--- src/rtl/seq_pkg.sv ---
// Package: shared types for the LFSR fetch sequencer.
// Assumes: nothing beyond IEEE 1800-2017.
package seq_pkg;

    // Source chosen for the next program counter value
    typedef enum logic [1:0] {
        SRC_STEP   = 2'd0,
        SRC_TARGET = 2'd1,
        SRC_STACK  = 2'd2
    } next_src_e;

endpackage

--- src/rtl/lfsr_step.sv ---
// Module: lfsr_step
// Computes one Fibonacci LFSR step, shifting toward the MSB. The new LSB is
// the XOR of the state bits selected by TAP_MASK.
// Assumes: TAP_MASK describes a maximal-length polynomial for W bits, and the
// state is nonzero.
module lfsr_step #(
    parameter int          W        = 10,
    parameter logic [W-1:0] TAP_MASK = 10'h240
) (
    input  logic [W-1:0] cur,
    output logic [W-1:0] nxt
);

    logic feedback;

    // Parity of the tapped bits forms the incoming bit
    always_comb begin
        feedback = ^(cur & TAP_MASK);
        nxt      = {cur[W-2:0], feedback};
    end

endmodule

--- src/rtl/ret_stack.sv ---
// Module: ret_stack
// Circular return-address stack with a wrapping pointer. A push writes at
// the pointer and advances it. A pop moves the pointer back. The top output
// is the entry just below the pointer. Push wins if both are asserted.
// Assumes: DEPTH is a power of two; all entries clear on reset.
module ret_stack #(
    parameter int W     = 10,
    parameter int DEPTH = 16
) (
    input  logic         clk,
    input  logic         rst_n,
    input  logic         push,
    input  logic         pop,
    input  logic [W-1:0] wdata,
    output logic [W-1:0] top
);

    localparam int PTR_W = $clog2(DEPTH);

    logic [W-1:0]     mem [DEPTH];
    logic [PTR_W-1:0] sp;
    logic [PTR_W-1:0] top_idx;

    // Entry below the pointer is the most recent return address
    always_comb begin
        top_idx = sp - PTR_W'(1);
        top     = mem[top_idx];
    end

    // Pointer update and entry write; pointer wraps silently
    always_ff @(posedge clk) begin
        if (!rst_n) begin
            sp <= '0;
            for (int i = 0; i < DEPTH; i++) begin
                mem[i] <= '0;
            end
        end else if (push) begin
            mem[sp] <= wdata;
            sp      <= sp + PTR_W'(1);
        end else if (pop) begin
            sp <= sp - PTR_W'(1);
        end
    end

    // a pushed value is the top one cycle later
    assert_push_top_R5: assert property (@(posedge clk) disable iff (!rst_n)
        push |=> (top == $past(wdata)));

    // a pop alone lowers the pointer by one (wrapping, R8)
    assert_pop_ptr_R6: assert property (@(posedge clk) disable iff (!rst_n)
        (pop && !push) |=> (sp == $past(sp) - PTR_W'(1)));

    // without push or pop the top entry stays put
    assert_idle_stable_R4: assert property (@(posedge clk) disable iff (!rst_n)
        (!pop && !push) |=> $stable(top));

endmodule

--- src/rtl/next_pc_sel.sv ---
// Module: next_pc_sel
// Priority decode of the control inputs (jump over call over return) into
// a next-address source and the stack push/pop strobes, then the mux.
// Assumes: control inputs are already decoded, one cycle per instruction.
module next_pc_sel
    import seq_pkg::*;
#(
    parameter int W = 10
) (
    input  logic         jump_en,
    input  logic         call_en,
    input  logic         ret_en,
    input  logic [W-1:0] target,
    input  logic [W-1:0] seq_next,
    input  logic [W-1:0] stack_top,
    output logic         push,
    output logic         pop,
    output logic [W-1:0] pc_next
);

    next_src_e src;

    // Resolve priority and choose the source
    always_comb begin
        push = 1'b0;
        pop  = 1'b0;
        src  = SRC_STEP;
        if (jump_en) begin
            src = SRC_TARGET;
        end else if (call_en) begin
            src  = SRC_TARGET;
            push = 1'b1;
        end else if (ret_en) begin
            src = SRC_STACK;
            pop = 1'b1;
        end
    end

    // Next-address multiplexer
    always_comb begin
        unique case (src)
            SRC_TARGET: pc_next = target;
            SRC_STACK:  pc_next = stack_top;
            default:    pc_next = seq_next;
        endcase
    end

endmodule

--- src/rtl/lfsr_fetch_seq.sv ---
// Module: lfsr_fetch_seq (top)
// Program counter register for a one-instruction-per-clock core. It steps
// in LFSR order and handles jump, single-cycle call and zero-cycle return
// through a dedicated return stack.
// Assumes: START_ADDR and every target are nonzero; the code image is laid
// out in LFSR order.
module lfsr_fetch_seq #(
    parameter int                ADDR_W     = 10,
    parameter logic [ADDR_W-1:0] TAP_MASK   = 10'h240,
    parameter logic [ADDR_W-1:0] START_ADDR = 10'h001,
    parameter int                STACK_D    = 16
) (
    input  logic              clk,
    input  logic              rst_n,
    input  logic              jump_en,
    input  logic              call_en,
    input  logic              ret_en,
    input  logic [ADDR_W-1:0] target_addr,
    output logic [ADDR_W-1:0] fetch_addr,
    output logic [ADDR_W-1:0] ret_addr
);

    logic [ADDR_W-1:0] pc;
    logic [ADDR_W-1:0] seq_next;
    logic [ADDR_W-1:0] pc_next;
    logic              push;
    logic              pop;

    lfsr_step #(.W(ADDR_W), .TAP_MASK(TAP_MASK)) u_step (
        .cur (pc),
        .nxt (seq_next)
    );

    next_pc_sel #(.W(ADDR_W)) u_sel (
        .jump_en   (jump_en),
        .call_en   (call_en),
        .ret_en    (ret_en),
        .target    (target_addr),
        .seq_next  (seq_next),
        .stack_top (ret_addr),
        .push      (push),
        .pop       (pop),
        .pc_next   (pc_next)
    );

    ret_stack #(.W(ADDR_W), .DEPTH(STACK_D)) u_stack (
        .clk   (clk),
        .rst_n (rst_n),
        .push  (push),
        .pop   (pop),
        .wdata (seq_next),
        .top   (ret_addr)
    );

    // Program counter register
    always_ff @(posedge clk) begin
        if (!rst_n) pc <= START_ADDR;
        else        pc <= pc_next;
    end

    assign fetch_addr = pc;

    // an idle cycle performs exactly one LFSR shift
    assert_seq_step_R2: assert property (@(posedge clk) disable iff (!rst_n)
        (!jump_en && !call_en && !ret_en) |=>
            (fetch_addr[ADDR_W-1:1] == $past(fetch_addr[ADDR_W-2:0])));

    // sequential stepping never reaches the all-zero lockup state
    assert_no_zero_R3: assert property (@(posedge clk) disable iff (!rst_n)
        (!jump_en && !call_en && !ret_en && fetch_addr != '0) |=>
            (fetch_addr != '0));

    // jump loads the target regardless of the other controls
    assert_jump_load_R4: assert property (@(posedge clk) disable iff (!rst_n)
        jump_en |=> (fetch_addr == $past(target_addr)));

    // a return fetches from the stack top seen in its own cycle
    assert_ret_zero_cycle_R6: assert property (@(posedge clk) disable iff (!rst_n)
        (ret_en && !jump_en && !call_en) |=> (fetch_addr == $past(ret_addr)));

endmodule

--- config.mk ---
export PLATFORM = sky130hd
export DESIGN_NAME = lfsr_fetch_seq
export DESIGN_NICKNAME = d
export VERILOG_FILES = /design/src/rtl/seq_pkg.sv /design/src/rtl/lfsr_step.sv /design/src/rtl/ret_stack.sv /design/src/rtl/next_pc_sel.sv /design/src/rtl/lfsr_fetch_seq.sv
export SDC_FILE = /design/constraint.sdc
export NUM_CORES = 1
export LEC_CHECK = 0
export ABC_AREA = 1
export BUFFER_PORTS_ARGS = -buffer_cell sky130_fd_sc_hd__buf_4
export CORE_UTILIZATION = 60
export DETAILED_ROUTE_END_ITERATION = 8
export PLACE_DENSITY = 0.87
export RECOVER_POWER = 50
export SYNTH_ARGS = -nofsm -noshare
export SYNTH_HDL_FRONTEND = slang
export SYNTH_SLANG_ARGS = --single-unit
export TNS_END_PERCENT = 100
--- constraint.sdc ---
create_clock -name clk -period 3.1 [get_ports clk]
set_clock_uncertainty 0.1 [all_clocks]
set_input_delay 0.31 -clock clk [delete_from_list [all_inputs] [get_ports clk]]
set_output_delay 0.31 -clock clk [all_outputs]
set_load 0.005 [all_outputs]
# After elaboration in Yosys (flattened, before gate mapping)
# Memory sizes are Yosys's and may differ from the RTL's.
# Index checks and enable logic that the tools add are counted.
# word_totals
register_bits	14
mem_bits_rw	160
inputBits	15
out_inout_bits	20
wordCells	28
mem_count	1
# memory_table
name	words	word_bits	read_ports	rd_clocked_by_memory_dff	wr	line_no	source
u_stack.mem	16	10	1	0	16	ret_stack.sv:20	logic [W-1:0] mem [DEPTH];
# op_classes
n_addsub	2
n_eq_ne	2
muxes	18
n_reduce_logical	3
# ops
cell	n
10-bit one-hot mux with 2 select lines	1
4-bit two-way mux	3
1-bit two-way mux	10
10-bit two-way mux	1
10-bit OR reduction	1
10-bit parity	1
2-bit two-way mux	3
4-bit by 1-bit adder with 4-bit output (second input constant)	1
4-bit by 1-bit subtractor with 4-bit output (second input constant)	1
2-bit by 1-bit == test with 1-bit output (second input constant)	1
2-bit == test (second input constant)	1
2-bit nonzero test	1

# Depth between registers and ports, before layout
# Gate-level depths: netlist (run 1).
# logic_depth
word_depth	7
mapped_depth	14
mapped_depth_nobuf	10

# Modules after synthesis
# Synthesis (run 1) repeated with hierarchy kept, for this count alone.
# hier_totals
hier_cells	1035
hier_area_um2	8938.6
# modules_own_cells
module	instances	cells_per_inst	area_each_um2	seq_area_each_um2
ret_stack	1	937	8286.7	4884.7
lfsr_fetch_seq	1	31	286.5	200.2
next_pc_sel	1	52	271.5	0.0
lfsr_step	1	15	93.8	0.0

# Least setup slack after synthesis (run 1)
# OpenSTA, ideal clock, no wires.
# synth_timing
path_type	reg-to-output
start	register u_stack.sp[0]
end	output ret_addr[1]
t_arrival_ps	1911
required_ps	2690
slack_ps	779
path_stages_with_launch	14
n_path_buf	5
path_cell_list	dfxtp_1 > buf_6 > inv_4 > buf_6 > buf_6 > ha_1 > buf_2 > inv_2 > clkbuf_1 > nand3_1 > nand3_1 > nand3_1 > nand2_1 > inv_1
# synth_via
elab_chain_cells	2
# synth_rtl
element	line_no	source
start, declared	ret_stack.sv:21	logic [PTR_W-1:0] sp;
start signal, assigned	ret_stack.sv:39	sp <= sp + PTR_W'(1);
start signal, assigned	ret_stack.sv:41	sp <= sp - PTR_W'(1);
4-bit by 1-bit subtractor with 4-bit output	ret_stack.sv:26	top_idx = sp - PTR_W'(1);
memory 16 x 10 bit	-	
end, declared	lfsr_fetch_seq.sv:20	output logic [ADDR_W-1:0] ret_addr
# Every way passes these cells.

# Worst setup path in the final report (run 1)
# layout_timing
start	register u_stack.sp[1]
end	output ret_addr[9]
# Same word-level chain as after synthesis.

==> qor.csv, run 1 <==
metric;value;unit
status;finished clean;
synthCells;867;
timing.final.crit_share;94.9;%
place_worst_setup_slack;630;ps
dp_hpwl;13100;um
synth_top_area_share;59.0;%
io_buffer_count;34;
yosysSeqAreaShare;62.5;%
number_of_buffers_inserted_to_repair_setup_after_cts;0;
grtUsageTotal;30.7;%
power_per_cell_area;672;nW/um^2
top_cells_by_area_synth;sky130_fd_sc_hd__edfxtp_1, sky130_fd_sc_hd__nand2_1, sky130_fd_sc_hd__nand3_1;
synth_area;8140;um^2
r2r_setup_slack;400;ps
floorplan.rows;42;
synth_edf_count;160;
cts_buffers;17;
tritoncts_num_sinks;174;
hold_path.startpoint;target_addr[2];
stdcell_count;1057;
worstPathMaxFanout;40;
timing.final.max_slew_violations;0;
crit_path_max_incr_delay;420;ps
worst-setup-path-type;reg2out;
fin_total_pwr;5.98;mW
tritoncts_clock_tree;done;
synthToLayoutAreaGrowth;9.41;%
wl_per_cell;19.5;um
rr_endpoint;u_stack.mem[15][3];
fp.dieArea;14000;um^2
cts_root_buffer;sky130_fd_sc_hd__clkbuf_16;
routed-wl-met3;2120;um
hold_violations;0;
achievable-frequency;340;MHz
effective_utilization_at_floorplan;61.5;%
remaining_drc_errors;0;
worstSetupStartpoint;u_stack.sp[1];
antenna_cells_inserted;0;
timing.max_slew.rel_slack;43.8;%
total_leakage_power;3.50;nW
critPathCaptureType;output port;
floorplan.die.height;118;um
htree_num_levels;4;
grt_pass1_vias;5946;
cp_cell_sequence;inv_1 > ha_1 > buf_4 > nand3_1 > nand3_1 > nand3_1 > nand2_1 > inv_1 > buf_4;
final-setup-viol-count;0;
topRoutingLayerUsed;met4;
antenna_found_initial;0;
cts_resizes;0;
layout_min_cycle_time;2940;ps
tightestPinTransition;842;ps
drtPass1Iterations;6;
syn_nets;887;
first_pass_grt_wire_length;31600;um
synth-async-reset-ratio;0;%
gp_congestion;0.944;
ys_warns;0;
synth.most_common_cell;sky130_fd_sc_hd__nand2_1;
met2_length;10200;um
io_pins;35;
ys_seq_elements;174;
clk_latency;430;ps
finalWorstSetupSlack;158;ps
min_path_type;in2reg;
worst_setup_hold_path_clk_slew;70;ps
postCtsHoldBufs;0;
drt-met1-wl;7420;um
hold_worst_slack;161;ps
fin_tns_setup;0;ps
route.antenna.remaining_nets;0;
fraction_of_layout_instances_using_a_drive_strength_above_1;9.76;%
yosys-top-cells-count;sky130_fd_sc_hd__nand2_1, sky130_fd_sc_hd__nor2_1, sky130_fd_sc_hd__edfxtp_1, sky130_fd_sc_hd__nand3_1, sky130_fd_sc_hd__buf_2;
max_cap_viol_count;0;
r2r-start;u_stack.sp[0];
drt-total-wl;20600;um
cp_slowest_cell;sky130_fd_sc_hd__buf_4;
critPathLaunchType;flop;
worst-endpoint-arrival;2530;ps
dr_total_vias;6359;
worst_setup_path_endpoint;ret_addr[9];
pin_count_of_the_biggest_net_entering_global_routing;61;
coreArea;13200;um^2
synth.largest_area_cell;sky130_fd_sc_hd__edfxtp_1;
die-width;118;um
grt_overflow;0;
synth_top_flop_cell;sky130_fd_sc_hd__edfxtp_1;
post_synth.cell_area_avg;9.39;um^2
setup_repair_after_global_routing_missed_its_margin;no;
peakVddDrop;0.419;mV
fin_nets;888;
ff2ff_path_depth;6;
detail_route.iter0.violations;1024;
synth_cell_type_count;26;
vias_per_cell;6.02;
placed_cells;1025;
crit_path_frequent_cell;sky130_fd_sc_hd__nand3_1;
cts_buffer_depth;2;
worst-endpoint-required;2690;ps
## registers in the layout, summed over array words and instances, names as in the netlist
register / cells
u_stack.sp: 4
fetch_addr: 10
u_stack.mem: 160
## worst min path at each step
stage,cells after the start,endpoint,slack (ps)
floorplan,2,fetch_addr[9],380
global placement,2,u_stack.sp[1],400
detailed placement,2,u_stack.sp[1],410
CTS,5,fetch_addr[2],150
global route,5,fetch_addr[2],180
finish,5,fetch_addr[2],160
## area by class of cell
type                    count  area [um^2]
repair buffers             46          349
flip-flops and latches    174         5090
multi-input cells         583         2500
clock buffers              18          429
inverters                  46          178
fillers                   975         4340
clock inverters            14          143
well taps                 176          220
## cells in the final DEF, fill, tap and decap left out
| cell | netlist | layout |
|---|---|---|
| sky130_fd_sc_hd__a21oi_1 | 11 | 11 |
| sky130_fd_sc_hd__a31oi_1 | 2 | 2 |
| sky130_fd_sc_hd__buf_4 | 4 | 35 |
| sky130_fd_sc_hd__buf_6 | 8 | 1 |
| sky130_fd_sc_hd__bufinv_16 | 0 | 2 |
| sky130_fd_sc_hd__clkbuf_1 | 20 | 1 |
| sky130_fd_sc_hd__clkbuf_16 | 0 | 17 |
| sky130_fd_sc_hd__clkbuf_4 | 0 | 10 |
| sky130_fd_sc_hd__clkinv_1 | 9 | 11 |
| sky130_fd_sc_hd__clkinv_2 | 0 | 2 |
| sky130_fd_sc_hd__clkinv_4 | 0 | 1 |
| sky130_fd_sc_hd__clkinvlp_4 | 0 | 4 |
| sky130_fd_sc_hd__dfxtp_1 | 14 | 13 |
| sky130_fd_sc_hd__dfxtp_2 | 0 | 1 |
| sky130_fd_sc_hd__edfxtp_1 | 160 | 160 |
| sky130_fd_sc_hd__ha_1 | 5 | 5 |
| sky130_fd_sc_hd__inv_1 | 30 | 31 |
| sky130_fd_sc_hd__inv_2 | 6 | 4 |
| sky130_fd_sc_hd__inv_4 | 1 | 2 |
| sky130_fd_sc_hd__inv_6 | 0 | 3 |
| sky130_fd_sc_hd__nand2_1 | 212 | 212 |
| sky130_fd_sc_hd__nand2_2 | 2 | 2 |
| sky130_fd_sc_hd__nand3_1 | 151 | 151 |
| sky130_fd_sc_hd__nand4_1 | 1 | 1 |
| sky130_fd_sc_hd__nand4_2 | 1 | 1 |
| sky130_fd_sc_hd__nor2_1 | 167 | 171 |
| sky130_fd_sc_hd__nor2_4 | 4 | 1 |
| sky130_fd_sc_hd__o21ai_0 | 23 | 23 |
| sky130_fd_sc_hd__o21ai_1 | 1 | 1 |
| sky130_fd_sc_hd__o22ai_1 | 1 | 1 |
| sky130_fd_sc_hd__xor2_1 | 1 | 1 |
## metrics by stage
stage / instance area (um^2) / utilization [%]
3_3_place_gp: 8350 / 63.1
2_1_floorplan: 8140 / -
6_report: 8910 / 67.3
4_1_cts: 8920 / 67.4
3_5_place_dp: 8350 / 63.1
5_1_grt: 8910 / 67.3
## layer usage
layer / up-vias / GRT usage, %
met5: - / 0
met4: 0 / 15.7
met3: 74 / 6.71
met2: 419 / 50.5
met1: 2987 / 38.6
li1: 2879 / -
## power by group
group	switching (mW)	leakage (nW)	internal, mW
sequential	0.0402	1.77	2.65
clock	0.904	0.268	1.18
combinational	0.836	1.46	0.365
## critical path, delay by kind of cell, from the launching register on
kind                     cells  cell delay, ps
flip-flops                   1             400
buffers and inverters        4             740
adder cells (fa/ha/maj)      1             360
AND/OR/NAND/NOR              4             590
## kinds of logic (layout without fill, tap and decap cells)
family	after synthesis	count (layout)	synth area share [%]
flops	174	174	62.5
compound gates	38	38	2.38
buf+inv	110	124	6.50
fa+ha+maj	5	5	0.769
simple gates	539	539	27.8
xor+xnor	1	1	0.108
Note: power is estimated with default switching activity, not from simulation.
==> inputs of run 2 (changes only) <==
--- a/config.mk
+++ b/config.mk
@@ -7,9 +7,10 @@
 export LEC_CHECK = 0
 export ABC_AREA = 1
 export BUFFER_PORTS_ARGS = -buffer_cell sky130_fd_sc_hd__buf_4
-export CORE_UTILIZATION = 60
+export CORE_UTILIZATION = 40
 export DETAILED_ROUTE_END_ITERATION = 8
-export PLACE_DENSITY = 0.87
+export HOLD_SLACK_MARGIN = 0.05
+export PLACE_DENSITY = 0.65
 export RECOVER_POWER = 50
 export SYNTH_ARGS = -nofsm -noshare
 export SYNTH_HDL_FRONTEND = slang
==> run 2 against run 1 <==
  * First-iteration DRC count shrank 29%
  * Die area rose by 49%
  * Global-route usage shrank 8.7 points
  * Hold slack better by 9.6 ps
  * Final area rose by 2.5%
  * Critical path type unchanged
  * Largest cell class unchanged
==> qor.csv, run 2 (same netlist as run 1, synthesis figures left out) <==
metric;value;unit
critPathCaptureType;output port;
max_flop_register;u_stack.mem;
cp_slowest_cell;sky130_fd_sc_hd__dfxtp_1;
detail_route.iter0.violations;727;
drtPass1Iterations;7;
antenna_found_initial;0;
hold_violations;0;
route.antenna.remaining_nets;0;
crit_path_frequent_cell;sky130_fd_sc_hd__nand3_1;
fin_total_pwr;6.20;mW
final_util;46.3;%
setup_repair_after_global_routing_missed_its_margin;no;
grt_overflow;0;
io_pins;35;
status;finished clean;
worst-endpoint-arrival;2540;ps
timing.final.max_slew_violations;0;
fraction_of_layout_instances_using_a_drive_strength_above_1;10.3;%
final-setup-viol-count;0;
whs_endpoint;fetch_addr[4];
number_of_buffers_inserted_to_repair_setup_after_cts;0;
crit_path_max_incr_delay;400;ps
ff2ff_path_depth;6;
floorplan.rows;51;
min_path_type;in2reg;
tritoncts_num_sinks;174;
hold_path.startpoint;target_addr[4];
placed_cells;1120;
critPathLaunchType;flop;
fin_nets;894;
final_common_cell;sky130_fd_sc_hd__nand2_1;
peakVddDrop;0.398;mV
finalWorstSetupSlack;153;ps
drt-total-wl;21700;um
clk_latency;430;ps
gp_congestion;0.904;
timing.final.crit_share;95.1;%
r2r_setup_slack;190;ps
dp_hpwl;14400;um
max_cap_viol_count;0;
tritoncts_clock_tree;done;
grt_pass1_vias;5857;
achievable-frequency;339;MHz
antenna_cells_inserted;0;
fp.dieArea;20900;um^2
timing.critical_path.max_delay_family;buffers and inverters;
synthToLayoutAreaGrowth;12.2;%
power_per_cell_area;679;nW/um^2
worst_setup_hold_path_clk_slew;60;ps
wl_per_cell;18.9;um
effective_utilization_at_floorplan;41.3;%
cp_cell_sequence;inv_1 > ha_1 > inv_2 > buf_12 > nand3_1 > nand3_1 > nand3_1 > nand2_1 > inv_1 > buf_4;
first_pass_grt_wire_length;33000;um
coreArea;19700;um^2
tightestPinTransition;872;ps
fin_tns_setup;0;ps
cts_buffers;17;
floorplan.die.height;145;um
most-common-layout-cells;sky130_fd_sc_hd__nand2_1, sky130_fd_sc_hd__nor2_1, sky130_fd_sc_hd__edfxtp_1, sky130_fd_sc_hd__nand3_1, sky130_fd_sc_hd__buf_4;
htree_num_levels;4;
die-width;145;um
r2r-start;u_stack.sp[0];
worst-setup-path-type;reg2out;
grtUsageTotal;22.0;%
total_leakage_power;3.56;nW
vias_per_cell;5.39;
timing.hold.worst_path_depth;5;
dr_total_vias;6199;
io_buffer_count;34;
stdcell_count;1151;
remaining_drc_errors;0;
cts_root_buffer;sky130_fd_sc_hd__clkbuf_16;
worst-endpoint-required;2690;ps
largest_reg_flops;160;
layout_min_cycle_time;2950;ps
place_worst_setup_slack;540;ps
rr_endpoint;u_stack.mem[15][0];
cts_buffer_depth;2;
worstPathMaxFanout;22;
timing.max_slew.rel_slack;41.8;%
path_buf_inv;5;
pin_count_of_the_biggest_net_entering_global_routing;43;
[run 2: per-layer routing]
layer / wire [um] / vias to the layer above / GRT usage (%)
met3: 1670 / 42 / 4.18
li1: - / 2886 / -
met4: 538 / 0 / 8.70
met5: 0 / - / 0
met1: 8820 / 2976 / 28.6
met2: 10700 / 295 / 36.4
[run 2: worst max path at each step]
stage	slack, ps	startpoint	cells after the start	end
2_1_floorplan	780	u_stack.sp[0]	13	ret_addr[1]
3_3_place_gp	570	u_stack.sp[0]	6	u_stack.mem[15][7]
3_5_place_dp	540	u_stack.sp[0]	7	u_stack.mem[10][9]
4_1_cts	160	u_stack.sp[0]	12	ret_addr[5]
5_1_grt	30	u_stack.sp[1]	10	ret_addr[5]
6_report	150	u_stack.sp[1]	10	ret_addr[5]
[run 2: stage by stage]
stage	hold WS, ps	area (um^2)
finish	170	9130
global route	195	9130
CTS	162	9150
detailed placement	415	8520
global placement	407	8520
floorplan	376	8140
[run 2: cell type report]
class	count	area [um^2]
Clock buffer	19	433
Clock inverter	12	194
Fill cell	1877	10600
Inverter	46	175
Multi-Input combinational cell	583	2510
Sequential cell	174	5090
Tap cell	265	332
Timing Repair Buffer	52	402
[run 2: what timing repair did]
action	CTS	global route
setup endpoints to repair	0	2
hold buffers	0	0
gates resized for setup	0	1
[run 2: worst min-delay path, delay by kind of cell]
kind | cells | cell delay (ps)
AO/OA/AOI/OAI | 3 | 170
buffers and inverters | 2 | 160
[run 2: power by group]
part,leakage (nW),internal [mW],switching [mW],total [mW]
clock network,0.296,1.42,0.884,2.30
registers,1.77,2.65,0.0413,2.70
logic,1.49,0.375,0.830,1.21
==> inputs of run 3 (changes only) <==
--- a/config.mk
+++ b/config.mk
@@ -7,10 +7,10 @@
 export LEC_CHECK = 0
 export ABC_AREA = 1
 export BUFFER_PORTS_ARGS = -buffer_cell sky130_fd_sc_hd__buf_4
-export CORE_UTILIZATION = 40
+export CORE_UTILIZATION = 62
 export DETAILED_ROUTE_END_ITERATION = 8
 export HOLD_SLACK_MARGIN = 0.05
-export PLACE_DENSITY = 0.65
+export PLACE_DENSITY = 0.89
 export RECOVER_POWER = 50
 export SYNTH_ARGS = -nofsm -noshare
 export SYNTH_HDL_FRONTEND = slang
==> run 3 against run 2 <==
  * The flow now finishes with violations (design-rule violations)
  * Final area down 1.8%
  * Sequential cell count unchanged
  * Core utilization up 24 points
  * Count of clock-buffer cells in the layout up 7
  * Critical path depth unchanged
  * Routed wire length down 0.86%
  * Via count up 5.8%
  * Sequential power about the same
  * Die area down 35%
  * Critical path type unchanged
  * Critical endpoint is now ret_addr[4]
  * Highest routed layer unchanged
==> qor.csv, run 3 (same netlist as run 1, synthesis figures left out) <==
metric;value;unit
worst_setup_path_endpoint;ret_addr[4];
ff2ff_path_depth;6;
clk_latency;440;ps
status;complete, but fails checks;
vias_per_cell;6.19;
violations;design-rule violations;
critPathLaunchType;flop;
power_per_cell_area;674;nW/um^2
tritoncts_num_sinks;174;
fin_nets;895;
max_cap_viol_count;0;
cts_buffer_depth;2;
wl_per_cell;20.3;um
min_path_type;in2reg;
antenna_found_initial;0;
rr_endpoint;u_stack.mem[13][8];
total_leakage_power;3.53;nW
grt_pass1_vias;6079;
detail_route.iter0.violations;1127;
achievable-frequency;340;MHz
number_of_buffers_inserted_to_repair_setup_after_cts;0;
timing.final.max_slew_violations;0;
drt-total-wl;21500;um
largest_reg_flops;160;
layout_min_cycle_time;2940;ps
worst-endpoint-required;2690;ps
worstSetupStartpoint;u_stack.sp[1];
cts_buffers;17;
setup_repair_after_global_routing_missed_its_margin;no;
final_common_cell;sky130_fd_sc_hd__nand2_1;
pin_count_of_the_biggest_net_entering_global_routing;84;
floorplan.rows;41;
io_pins;35;
remaining_drc_errors;3;
cts_root_buffer;sky130_fd_sc_hd__clkbuf_16;
drtPass1Iterations;9;
number_of_inserted_filler_cells_in_the_final_layout;904;
tritoncts_clock_tree;done;
timing.max_slew.rel_slack;41.6;%
synthToLayoutAreaGrowth;10.2;%
peakVddDrop;0.522;mV
final-setup-viol-count;0;
gp_congestion;0.997;
hold_violations;0;
finalWorstSetupSlack;161;ps
worst-setup-path-type;reg2out;
fraction_of_layout_instances_using_a_drive_strength_above_1;10.2;%
floorplan.die.height;117;um
place_worst_setup_slack;415;ps
max_flop_register;u_stack.mem;
worst_setup_hold_path_clk_slew;60;ps
die-width;117;um
dr_total_vias;6557;
timing.final.crit_share;94.8;%
fin_tns_setup;0;ps
effective_utilization_at_floorplan;64.0;%
route.antenna.remaining_nets;0;
r2r-start;u_stack.sp[0];
critPathCaptureType;output port;
first_pass_grt_wire_length;33000;um
dp_hpwl;13200;um
htree_num_levels;4;
grt_overflow;0;
antenna_cells_inserted;0;
coreArea;12700;um^2
fin_total_pwr;6.05;mW
tightestPinTransition;875;ps
worst-endpoint-arrival;2530;ps
io_buffer_count;34;
fp.dieArea;13600;um^2
most-common-layout-cells;sky130_fd_sc_hd__nand2_1, sky130_fd_sc_hd__nor2_1, sky130_fd_sc_hd__edfxtp_1, sky130_fd_sc_hd__nand3_1, sky130_fd_sc_hd__buf_4;
grtUsageTotal;34.2;%
r2r_setup_slack;380;ps
worstPathMaxFanout;34;
hold_worst_slack;161;ps
run 3: cell types whose count changed in the layout (fill, tap and decap cells not counted), sizes merged:
cell / before / now
buf: 40 / 42
clkinv: 14 / 12
clkinvlp: 2 / 1
clkbuf: 31 / 37
bufinv: 5 / 2
run 3: stage by stage:
| stage | utilization (%) | instances | instance area (um^2) |
|---|---|---|---|
| 2_1_floorplan | - | 867 | 8140 |
| 3_3_place_gp | 66.0 | 1028 | 8400 |
| 3_5_place_dp | 66.0 | 1028 | 8400 |
| 4_1_cts | 70.6 | 1060 | 8980 |
| 5_1_grt | 70.5 | 1060 | 8970 |
| 6_report | 70.5 | 1060 | 8970 |
run 3: repair_timing:
item                       in CTS  in global routing
setup endpoints to repair       0                 10
hold buffers                    0                  0
gates resized for setup         0                  4
run 3: how the worst min path moves through the flow:
stage	start	endpoint	slack [ps]	depth (start not counted)
global placement	u_stack.sp[1]	u_stack.sp[1]	400	2
detailed placement	u_stack.sp[1]	u_stack.sp[1]	440	2
finish	target_addr[8]	fetch_addr[8]	160	5
global route	target_addr[8]	fetch_addr[8]	190	5
CTS	target_addr[8]	fetch_addr[8]	160	5
floorplan	rst_n	fetch_addr[9]	380	2
run 3: area by class of cell:
class / instances / area [um^2] / share of cell area, %
well taps: 172 / 215 / 2.40
flip-flops and latches: 174 / 5090 / 56.7
clock inverters: 6 / 82.6 / 0.921
repair buffers: 53 / 392 / 4.37
multi-input cells: 583 / 2520 / 28.1
inverters: 46 / 178 / 1.98
clock buffers: 26 / 499 / 5.56
run 3: metal layers:
metal	part of all wire (%)	global-route usage [%]
met5	0	0
met2	47	53.0
met3	13	8.67
met1	34	44.8
met4	5.1	18.6
run 3: power by group:
| part | switching, mW | internal [mW] | total [mW] |
|---|---|---|---|
| Combinational | 0.861 | 0.366 | 1.23 |
| Sequential | 0.0417 | 2.66 | 2.70 |
| Clock | 0.856 | 1.27 | 2.12 |
| Total | 1.76 | 4.29 | 6.05 |
run 3: critical path, cell delays in order (launching register included):
cell and delay (ps):
sky130_fd_sc_hd__dfxtp_1 410, sky130_fd_sc_hd__inv_1 140, sky130_fd_sc_hd__ha_1 370, sky130_fd_sc_hd__inv_4 320, sky130_fd_sc_hd__buf_4 240, sky130_fd_sc_hd__nand3_1 100
sky130_fd_sc_hd__nand3_1 90, sky130_fd_sc_hd__nand3_1 90, sky130_fd_sc_hd__nand2_1 130, sky130_fd_sc_hd__inv_1 60, sky130_fd_sc_hd__buf_4 130
